File: config.mk
export PLATFORM = sky130hd
export DESIGN_NAME = errrsp_top
export DESIGN_NICKNAME = d
export VERILOG_FILES = /design/src/rtl/errrsp_pkg.sv /design/src/rtl/errrsp_classify.sv /design/src/rtl/errrsp_filler.sv /design/src/rtl/errrsp_sequencer.sv /design/src/rtl/errrsp_top.sv
export SDC_FILE = /design/constraint.sdc
export NUM_CORES = 1
export LEC_CHECK = 0
export ABC_AREA = 1
export BUFFER_PORTS_ARGS = -buffer_cell sky130_fd_sc_hd__buf_2
export CAP_MARGIN = 20
export CORE_ASPECT_RATIO = 0.6
export CORE_MARGIN = 1.5
export CORE_UTILIZATION = 32
export CTS_BUF_LIST = sky130_fd_sc_hd__clkbuf_8
export DETAILED_ROUTE_END_ITERATION = 8
export PLACE_DENSITY_LB_ADDON = 0.05
export SYNTH_ARGS = -nofsm -noshare
export SYNTH_HDL_FRONTEND = slang
export SYNTH_SLANG_ARGS = --single-unit
File: constraint.sdc
create_clock -name clk -period 2.8 [get_ports clk]
set_clock_uncertainty 0.15 [all_clocks]
set_input_delay 0.84 -clock clk [delete_from_list [all_inputs] [get_ports clk]]
set_output_delay 0.84 -clock clk [all_outputs]
set_load 0.005 [all_outputs]
File: src/rtl/errrsp_pkg.sv
package errrsp_pkg;
  localparam logic [2:0] CMD_WR_POSTED = 3'd0;
  localparam logic [2:0] CMD_WR_NP     = 3'd1;
  localparam logic [2:0] CMD_RD_SIZED  = 3'd2;
  localparam logic [2:0] CMD_ATOMIC    = 3'd3;
  localparam logic [2:0] CMD_FLUSH     = 3'd4;

  localparam logic KIND_READ = 1'b0;
  localparam logic KIND_DONE = 1'b1;

  typedef struct packed {
    logic need;      // a response must be produced
    logic has_data;  // response carries data beats
    logic nxa;       // no claimant: error + nxa
  } job_t;
endpackage

File: src/rtl/errrsp_classify.sv
module errrsp_classify
  import errrsp_pkg::*;
(
  input  logic [2:0] cmd,
  input  logic       tgt_fail,
  input  logic       no_claim,
  output job_t       job
);
  logic failed;
  assign failed = tgt_fail | no_claim;

  always_comb begin
    job.nxa = no_claim;
    case (cmd)
      CMD_RD_SIZED, CMD_ATOMIC: begin
        job.need     = failed;
        job.has_data = 1'b1;
      end
      CMD_WR_NP, CMD_FLUSH: begin
        job.need     = failed;
        job.has_data = 1'b0;
      end
      default: begin
        job.need     = 1'b0;
        job.has_data = 1'b0;
      end
    endcase
  end
endmodule

File: src/rtl/errrsp_filler.sv
module errrsp_filler #(
  parameter int DATA_W = 32
) (
  input  logic              nxa,
  output logic [DATA_W-1:0] fill
);
  localparam int NBYTES = DATA_W / 8;

  for (genvar g = 0; g < NBYTES; g++) begin : g_byte
    assign fill[g*8 +: 8] = {8{nxa}};
  end
endmodule

File: src/rtl/errrsp_sequencer.sv
module errrsp_sequencer
  import errrsp_pkg::*;
#(
  parameter int DATA_W = 32,
  parameter int CNT_W  = 4,
  parameter int TAG_W  = 5
) (
  input  logic              clk,
  input  logic              rst,
  input  logic              load,
  input  job_t              job_in,
  input  logic [CNT_W-1:0]  count_in,
  input  logic [TAG_W-1:0]  tag_in,
  input  logic [DATA_W-1:0] fill_in,
  output logic              idle,
  output logic              rsp_valid,
  input  logic              rsp_ready,
  output logic              rsp_hdr,
  output logic              rsp_kind,
  output logic              rsp_err,
  output logic              rsp_nxa,
  output logic [TAG_W-1:0]  rsp_tag,
  output logic [DATA_W-1:0] rsp_data,
  output logic              rsp_last
);
  logic              busy_q;
  logic              hdr_q;
  logic              data_q;
  logic              nxa_q;
  logic [CNT_W-1:0]  rem_q;
  logic [TAG_W-1:0]  tag_q;
  logic [DATA_W-1:0] fill_q;
  logic              take;

  assign take = busy_q & rsp_ready;

  always_ff @(posedge clk) begin
    if (rst) begin
      busy_q <= 1'b0;
      hdr_q  <= 1'b0;
      data_q <= 1'b0;
      nxa_q  <= 1'b0;
      rem_q  <= '0;
      tag_q  <= '0;
      fill_q <= '0;
    end else if (!busy_q) begin
      if (load && job_in.need) begin
        busy_q <= 1'b1;
        hdr_q  <= 1'b1;
        data_q <= job_in.has_data;
        nxa_q  <= job_in.nxa;
        rem_q  <= count_in;
        tag_q  <= tag_in;
        fill_q <= fill_in;
      end
    end else if (take) begin
      if (hdr_q) begin
        hdr_q <= 1'b0;
        if (!data_q) busy_q <= 1'b0;
      end else if (rem_q == '0) begin
        busy_q <= 1'b0;
      end else begin
        rem_q <= rem_q - 1'b1;
      end
    end
  end

  assign idle      = ~busy_q;
  assign rsp_valid = busy_q;
  assign rsp_hdr   = busy_q & hdr_q;
  assign rsp_kind  = data_q ? KIND_READ : KIND_DONE;
  assign rsp_err   = busy_q;
  assign rsp_nxa   = nxa_q;
  assign rsp_tag   = tag_q;
  assign rsp_data  = hdr_q ? '0 : fill_q;
  assign rsp_last  = busy_q & (hdr_q ? ~data_q : (rem_q == '0));

  AST_STALL_HOLDS: assert property (@(posedge clk) disable iff (rst)
    rsp_valid && !rsp_ready |=> rsp_valid && $stable(rsp_data) && $stable(rsp_tag)
      && $stable(rsp_hdr) && $stable(rsp_last) && $stable(rsp_nxa));
  AST_ERR_SET: assert property (@(posedge clk) disable iff (rst)
    rsp_valid |-> rsp_err);
  AST_NXA_FILL: assert property (@(posedge clk) disable iff (rst)
    rsp_valid && rsp_nxa && !rsp_hdr |-> (rsp_data == {DATA_W{1'b1}}));
  AST_DONE_ALONE: assert property (@(posedge clk) disable iff (rst)
    rsp_valid && rsp_kind == KIND_DONE |-> rsp_hdr && rsp_last);
  AST_HDR_FIRST: assert property (@(posedge clk) disable iff (rst)
    !rsp_valid ##1 rsp_valid |-> rsp_hdr);
  AST_DATA_AFTER_HDR: assert property (@(posedge clk) disable iff (rst)
    rsp_valid && rsp_hdr && rsp_ready && rsp_kind == KIND_READ |=> rsp_valid && !rsp_hdr);
endmodule

File: src/rtl/errrsp_top.sv
module errrsp_top
  import errrsp_pkg::*;
#(
  parameter int DATA_W = 32,
  parameter int CNT_W  = 4,
  parameter int TAG_W  = 5
) (
  input  logic              clk,
  input  logic              rst,
  input  logic              req_valid,
  output logic              req_ready,
  input  logic [2:0]        req_cmd,
  input  logic [CNT_W-1:0]  req_count,
  input  logic [TAG_W-1:0]  req_tag,
  input  logic              req_tgt_fail,
  input  logic              req_no_claim,
  output logic              rsp_valid,
  input  logic              rsp_ready,
  output logic              rsp_hdr,
  output logic              rsp_kind,
  output logic              rsp_err,
  output logic              rsp_nxa,
  output logic [TAG_W-1:0]  rsp_tag,
  output logic [DATA_W-1:0] rsp_data,
  output logic              rsp_last
);
  job_t              job;
  logic [DATA_W-1:0] fill;
  logic              idle;
  logic              accept;

  assign req_ready = idle;
  assign accept    = req_valid & idle;

  errrsp_classify u_classify (
    .cmd      (req_cmd),
    .tgt_fail (req_tgt_fail),
    .no_claim (req_no_claim),
    .job      (job)
  );

  errrsp_filler #(.DATA_W(DATA_W)) u_filler (
    .nxa  (job.nxa),
    .fill (fill)
  );

  errrsp_sequencer #(.DATA_W(DATA_W), .CNT_W(CNT_W), .TAG_W(TAG_W)) u_seq (
    .clk       (clk),
    .rst       (rst),
    .load      (accept),
    .job_in    (job),
    .count_in  (req_count),
    .tag_in    (req_tag),
    .fill_in   (fill),
    .idle      (idle),
    .rsp_valid (rsp_valid),
    .rsp_ready (rsp_ready),
    .rsp_hdr   (rsp_hdr),
    .rsp_kind  (rsp_kind),
    .rsp_err   (rsp_err),
    .rsp_nxa   (rsp_nxa),
    .rsp_tag   (rsp_tag),
    .rsp_data  (rsp_data),
    .rsp_last  (rsp_last)
  );

  AST_NO_TAKE_BUSY: assert property (@(posedge clk) disable iff (rst)
    rsp_valid |-> !req_ready);
  AST_POSTED_SILENT: assert property (@(posedge clk) disable iff (rst)
    req_valid && req_ready && req_cmd == CMD_WR_POSTED |=> !rsp_valid);
  AST_TAG_COPY: assert property (@(posedge clk) disable iff (rst)
    req_valid && req_ready && (req_tgt_fail || req_no_claim) && req_cmd inside {[3'd1:3'd4]}
      |=> rsp_valid && rsp_hdr && rsp_tag == $past(req_tag));
endmodule

-- Word level (Yosys, flattened, before mapping)
Cells that the tools add are included.
- register bits: 14
- logic and storage cells: 48
- bits of input ports: 18
- output and inout port bits: 44
- bitwise gates (word level): 7
- eq/ne operators: 7
- $add $sub $neg: 1
- muxes and demuxes: 18
- reductions and logical operators: 8
- operators with widths (kind ; number):
    $mux 32 ; 1
    $mux 4 ; 5
    $mux 1 ; 11
    $eq 3x2->1 const B ; 2
    $ne 2x2->1 const B ; 3
    $and 1x1->1 ; 4
    $logic_not 4->1 ; 1
    $pmux 2 s2 ; 1
    $reduce_and 2->1 ; 2
    $reduce_and 4->1 ; 1
    $reduce_or 2->1 ; 2
    $sub 4x1->4 const B ; 1
    $eq 3x1->1 const B ; 1
    $eq 3x3->1 const B ; 1
    $not 1->1 ; 2
    $reduce_bool 2->1 ; 1
    $logic_and 1x1->1 ; 1
    $or 1x1->1 ; 1

-- Depth between registers and ports, before layout
- depth after elaboration: 6
- gate-level depth with buffers: 10

-- Cells and area by module
Synthesis repeated with hierarchy kept, for this count alone.
- cells, all modules: 313
- area total of the unflattened synthesis: 2263.4 µm²
- modules (own cells, without submodules) (module ; area each (µm²) ; sequential area each (µm²) ; cells an instance ; times used):
    errrsp_sequencer ; 1969.4 ; 900.9 ; 269 ; 1
    errrsp_filler ; 240.2 ; 0.0 ; 32 ; 1
    errrsp_classify ; 46.3 ; 0.0 ; 10 ; 1
    errrsp_top ; 7.5 ; 0.0 ; 2 ; 1

-- Worst setup path after synthesis
OpenSTA, ideal clock, no wires.
- path kind: reg-to-output
- start: register, netlist name u_seq.rsp_nxa
- end: output rsp_data[10]
- data arrival time: 1692 ps
- slack: 118 ps
- data required time: 1810 ps
- cell stages (with the launch flop): 4
- path through: dfxtp_1 inv_1 nor2_1 buf_4
- RTL lines (what ; line ; RTL):
    to (decl) ; errrsp_top.sv:24 ; output logic [DATA_W-1:0] rsp_data,

-- Final worst setup path
- start: register u_seq.rem_q[0]
- end: output rsp_last
- cells in the longest elaborated chain, start to end: 3
- RTL lines (what ; line ; RTL):
    from (decl) ; errrsp_sequencer.sv:30 ; logic [CNT_W-1:0] rem_q;
    from (signal assigned) ; errrsp_sequencer.sv:52 ; rem_q <= count_in;
    from (signal assigned) ; errrsp_sequencer.sv:63 ; rem_q <= rem_q - 1'b1;
    $logic_not 4->1 ; errrsp_sequencer.sv:76 ; assign rsp_last = busy_q & (hdr_q ? ~data_q : (rem_q == '0));
    $mux 1 ; errrsp_sequencer.sv:76 ;
    $and 1x1->1 ; errrsp_sequencer.sv:76 ;
    to (decl) ; errrsp_top.sv:25 ; output logic rsp_last
Every way passes these cells.

==> flow_summary.ini <==
[clock_network]
clk_pin_slew_ns = 0.06
cts_root_buf = clkbuf_8
cts_buffers = 3
post-cts-setup-buffers = 0
htree_num_levels = 1
clkLatencyLatePin_ns = 0.24
cts_tree = done
hold_buffers = 0
post_cts_resized = 0
clockBufferDepth = 2
clock-sinks = 13

[placed_design]
gp_congestion = 0.843
hpwl_mm = 1.59
io_buffers = 61

[sta]
setup_tns_ns = 0
finalMaxSlewViolations = 0
period_needed_ns = 2.32
slew_headroom = 0.685
rsz0062_at_grt = no
finalCritPeriodShare = 0.828
hold_viol = 0
setup_viol = 0
max_freq_ghz = 0.432
worst_slew_pin_slew_ns = 0.472

[synth]
seq_area_frac_synth = 0.266
synth_compound_area_frac = 0.0934
synth.area.top_cells = dfxtp_1 (27%), buf_4 (25%), nand2_1 (8.8%), nor2_1 (7.7%), o21ai_0 (4.6%)
yosysWarnings = 0
syn_area_per_cell_um2 = 7.09
synth_top_cell_by_area = dfxtp_1
mappedNetlistNets = 158
synth_top_area_frac = 0.266
synth.distinct_cells = 19
ys_seq_elements = 13
synth_top_family_by_area = buffers and inverters
synthAdderAreaFrac = 0.0256
synthXorXnorAreaFrac = 0
yosys.area_share.simple = 0.281
synth_mux_area_frac = 0
syn-cell-area_um2 = 978
syn_inst = 138

[hold_path]
hold_start = u_seq.rsp_nxa$_SDFFE_PP0P_
holdCritPathClass = reg -> reg
hold_path_depth = 2
min_to = u_seq.rsp_nxa$_SDFFE_PP0P_

[power_and_ir_drop]
p_leak_nw = 0.671
ir_worst_vdd_v = 0.000276
design_power_total_mw = 0.568
p_per_area_nw_per_um2 = 508

[flow_run]
drv_cap = 0

[floorplan]
initial_utilization = 0.339
die_w_um = 74.4
die_area_um2 = 3410
design.core.area_um2 = 2890
ios = 62
rows = 15
die_h_um = 45.8

[critical_path]
cp.arrival_ns = 1.33
critPathLaunchType = register
r2r_cells = 9
r2r-end = u_seq.rem_q[3]$_SDFFE_PP0P_
crit_path_end_kind = primary output
worst_r2r_startpoint = u_seq.rsp_err$_SDFF_PP0_
path_class = reg -> out
cp_max_fo = 4
r2r_setup_slack_ns = 1.25
critPathRequiredTime_ns = 1.81

[global_routing]
use_met3 = 0.0398
grt_usage = 0.118
grt_overflow = 0
grt_pass1_wl_mm = 2.98
grt_max_degree = 33
antenna_found_initial = 0
grtUsageMet2 = 0.188
grt_pass1_vias = 682
use_met1 = 0.158
busiest_layer = met2

[outcome]
status = finished clean

[route]
wl_per_cell_um = 9.58
dr.pass1.iters = 4
wl_mm = 2.02
routed_via_density = 4.09
vias = 862
drcViolationCount = 0
drtIter0Drc = 24
antenna_left = 0

[finish]
diodes = 0
drive_above_1_share = 0.432
final_net_count = 190
area_delta_synth_final_pct = 14.3
==> worst max-delay path by stage <==
stage | from | end | slack (ns)
2_1_floorplan | u_seq.rsp_nxa$_SDFFE_PP0P_ | rsp_data[10] | 0.12
3_3_place_gp | u_seq.rem_q[0]$_SDFFE_PP0P_ | rsp_last | 0.77
3_5_place_dp | u_seq.rem_q[0]$_SDFFE_PP0P_ | rsp_last | 0.72
4_1_cts | u_seq.rem_q[0]$_SDFFE_PP0P_ | rsp_last | 0.45
5_1_grt | u_seq.rem_q[0]$_SDFFE_PP0P_ | rsp_last | 0.38
6_report | u_seq.rem_q[0]$_SDFFE_PP0P_ | rsp_last | 0.48
==> synthesized netlist by cell type <==
cell type	count
o21ai_2	1
nand2_1	23
nor2_1	20
nand2_4	4
buf_6	2
o21a_1	1
buf_4	33
nand3_1	6
o21ai_0	9
nand3b_1	2
a21oi_1	5
inv_1	12
inv_8	1
or2_2	1
ha_1	2
nand4_1	1
nor2_4	1
dfxtp_1	13
o21ai_1	1
==> cell type report <==
cell class	count	area, µm²
clock buffer	3	41.3
clock inverter	1	3.75
fill	325	1770
inverter	13	56.3
multi-input combinational	77	392
sequential	13	260
tap	42	52.6
timing repair buffer	62	313
==> where the power goes <==
part / internal [mW] / switching [mW]
Clock: 0.0968 / 0.0684
Combinational: 0.0834 / 0.100
Sequential: 0.204 / 0.0154
Total: 0.384 / 0.184
==> flip-flops by register name, indices dropped and copies added, names as in the netlist <==
register       flops
u_seq.rsp_nxa      1
u_seq.rsp_err      1
u_seq.rsp_tag      5
u_seq.hdr_q        1
u_seq.rem_q        4
u_seq.data_q       1
==> worst max-delay path, stage by stage (launching register included) <==
cell     delay, ns
dfxtp_1       0.32
inv_1         0.12
ha_1          0.16
nand3_1       0.10
o21a_1        0.19
nor2_1        0.08
buf_2         0.11
==> stage by stage <==
step                      hold slack [ns]  setup WS [ns]  area [µm²]   util  instances
after floorplan                     0.283          0.118         978      -        138
after global placement              0.301          0.773        1070  0.371        207
after detailed placement            0.311          0.724        1070  0.371        207
after CTS                           0.325          0.454        1120  0.387        211
after global routing                0.332          0.381        1120  0.387        211
final                               0.323          0.483        1120  0.387        211
==> layer usage <==
| layer | share of wire | wire length (µm) |
|---|---|---|
| met3 | 0.077 | 155 |
| met2 | 0.41 | 829 |
| met5 | 0 | 0 |
| met4 | 0.0084 | 17 |
| met1 | 0.50 | 1020 |
==> cells by family after synthesis <==
logic type | after synthesis
adder cells (fa/ha/maj) | 2
buffers and inverters | 48
flip-flops | 13
AND/OR/NAND/NOR | 58
AO/OA/AOI/OAI | 17
==> layout by cell type, fill, tap and decap left out <==
cell type | Yosys | final
nand3b_1 | 2 | 2
nand2_4 | 4 | 4
o21ai_2 | 1 | 1
inv_1 | 12 | 13
ha_1 | 2 | 2
o21ai_1 | 1 | 1
or2_2 | 1 | 1
a21oi_1 | 5 | 5
nand4_1 | 1 | 1
o21a_1 | 1 | 1
dfxtp_1 | 13 | 13
nor2_4 | 1 | 1
buf_4 | 33 | 1
nand3_1 | 6 | 6
o21ai_0 | 9 | 9
buf_2 | 0 | 61
clkbuf_8 | 0 | 3
nand2_1 | 23 | 23
inv_8 | 1 | 1
nor2_1 | 20 | 20
No activity file was read; power rests on OpenSTA's default activity.
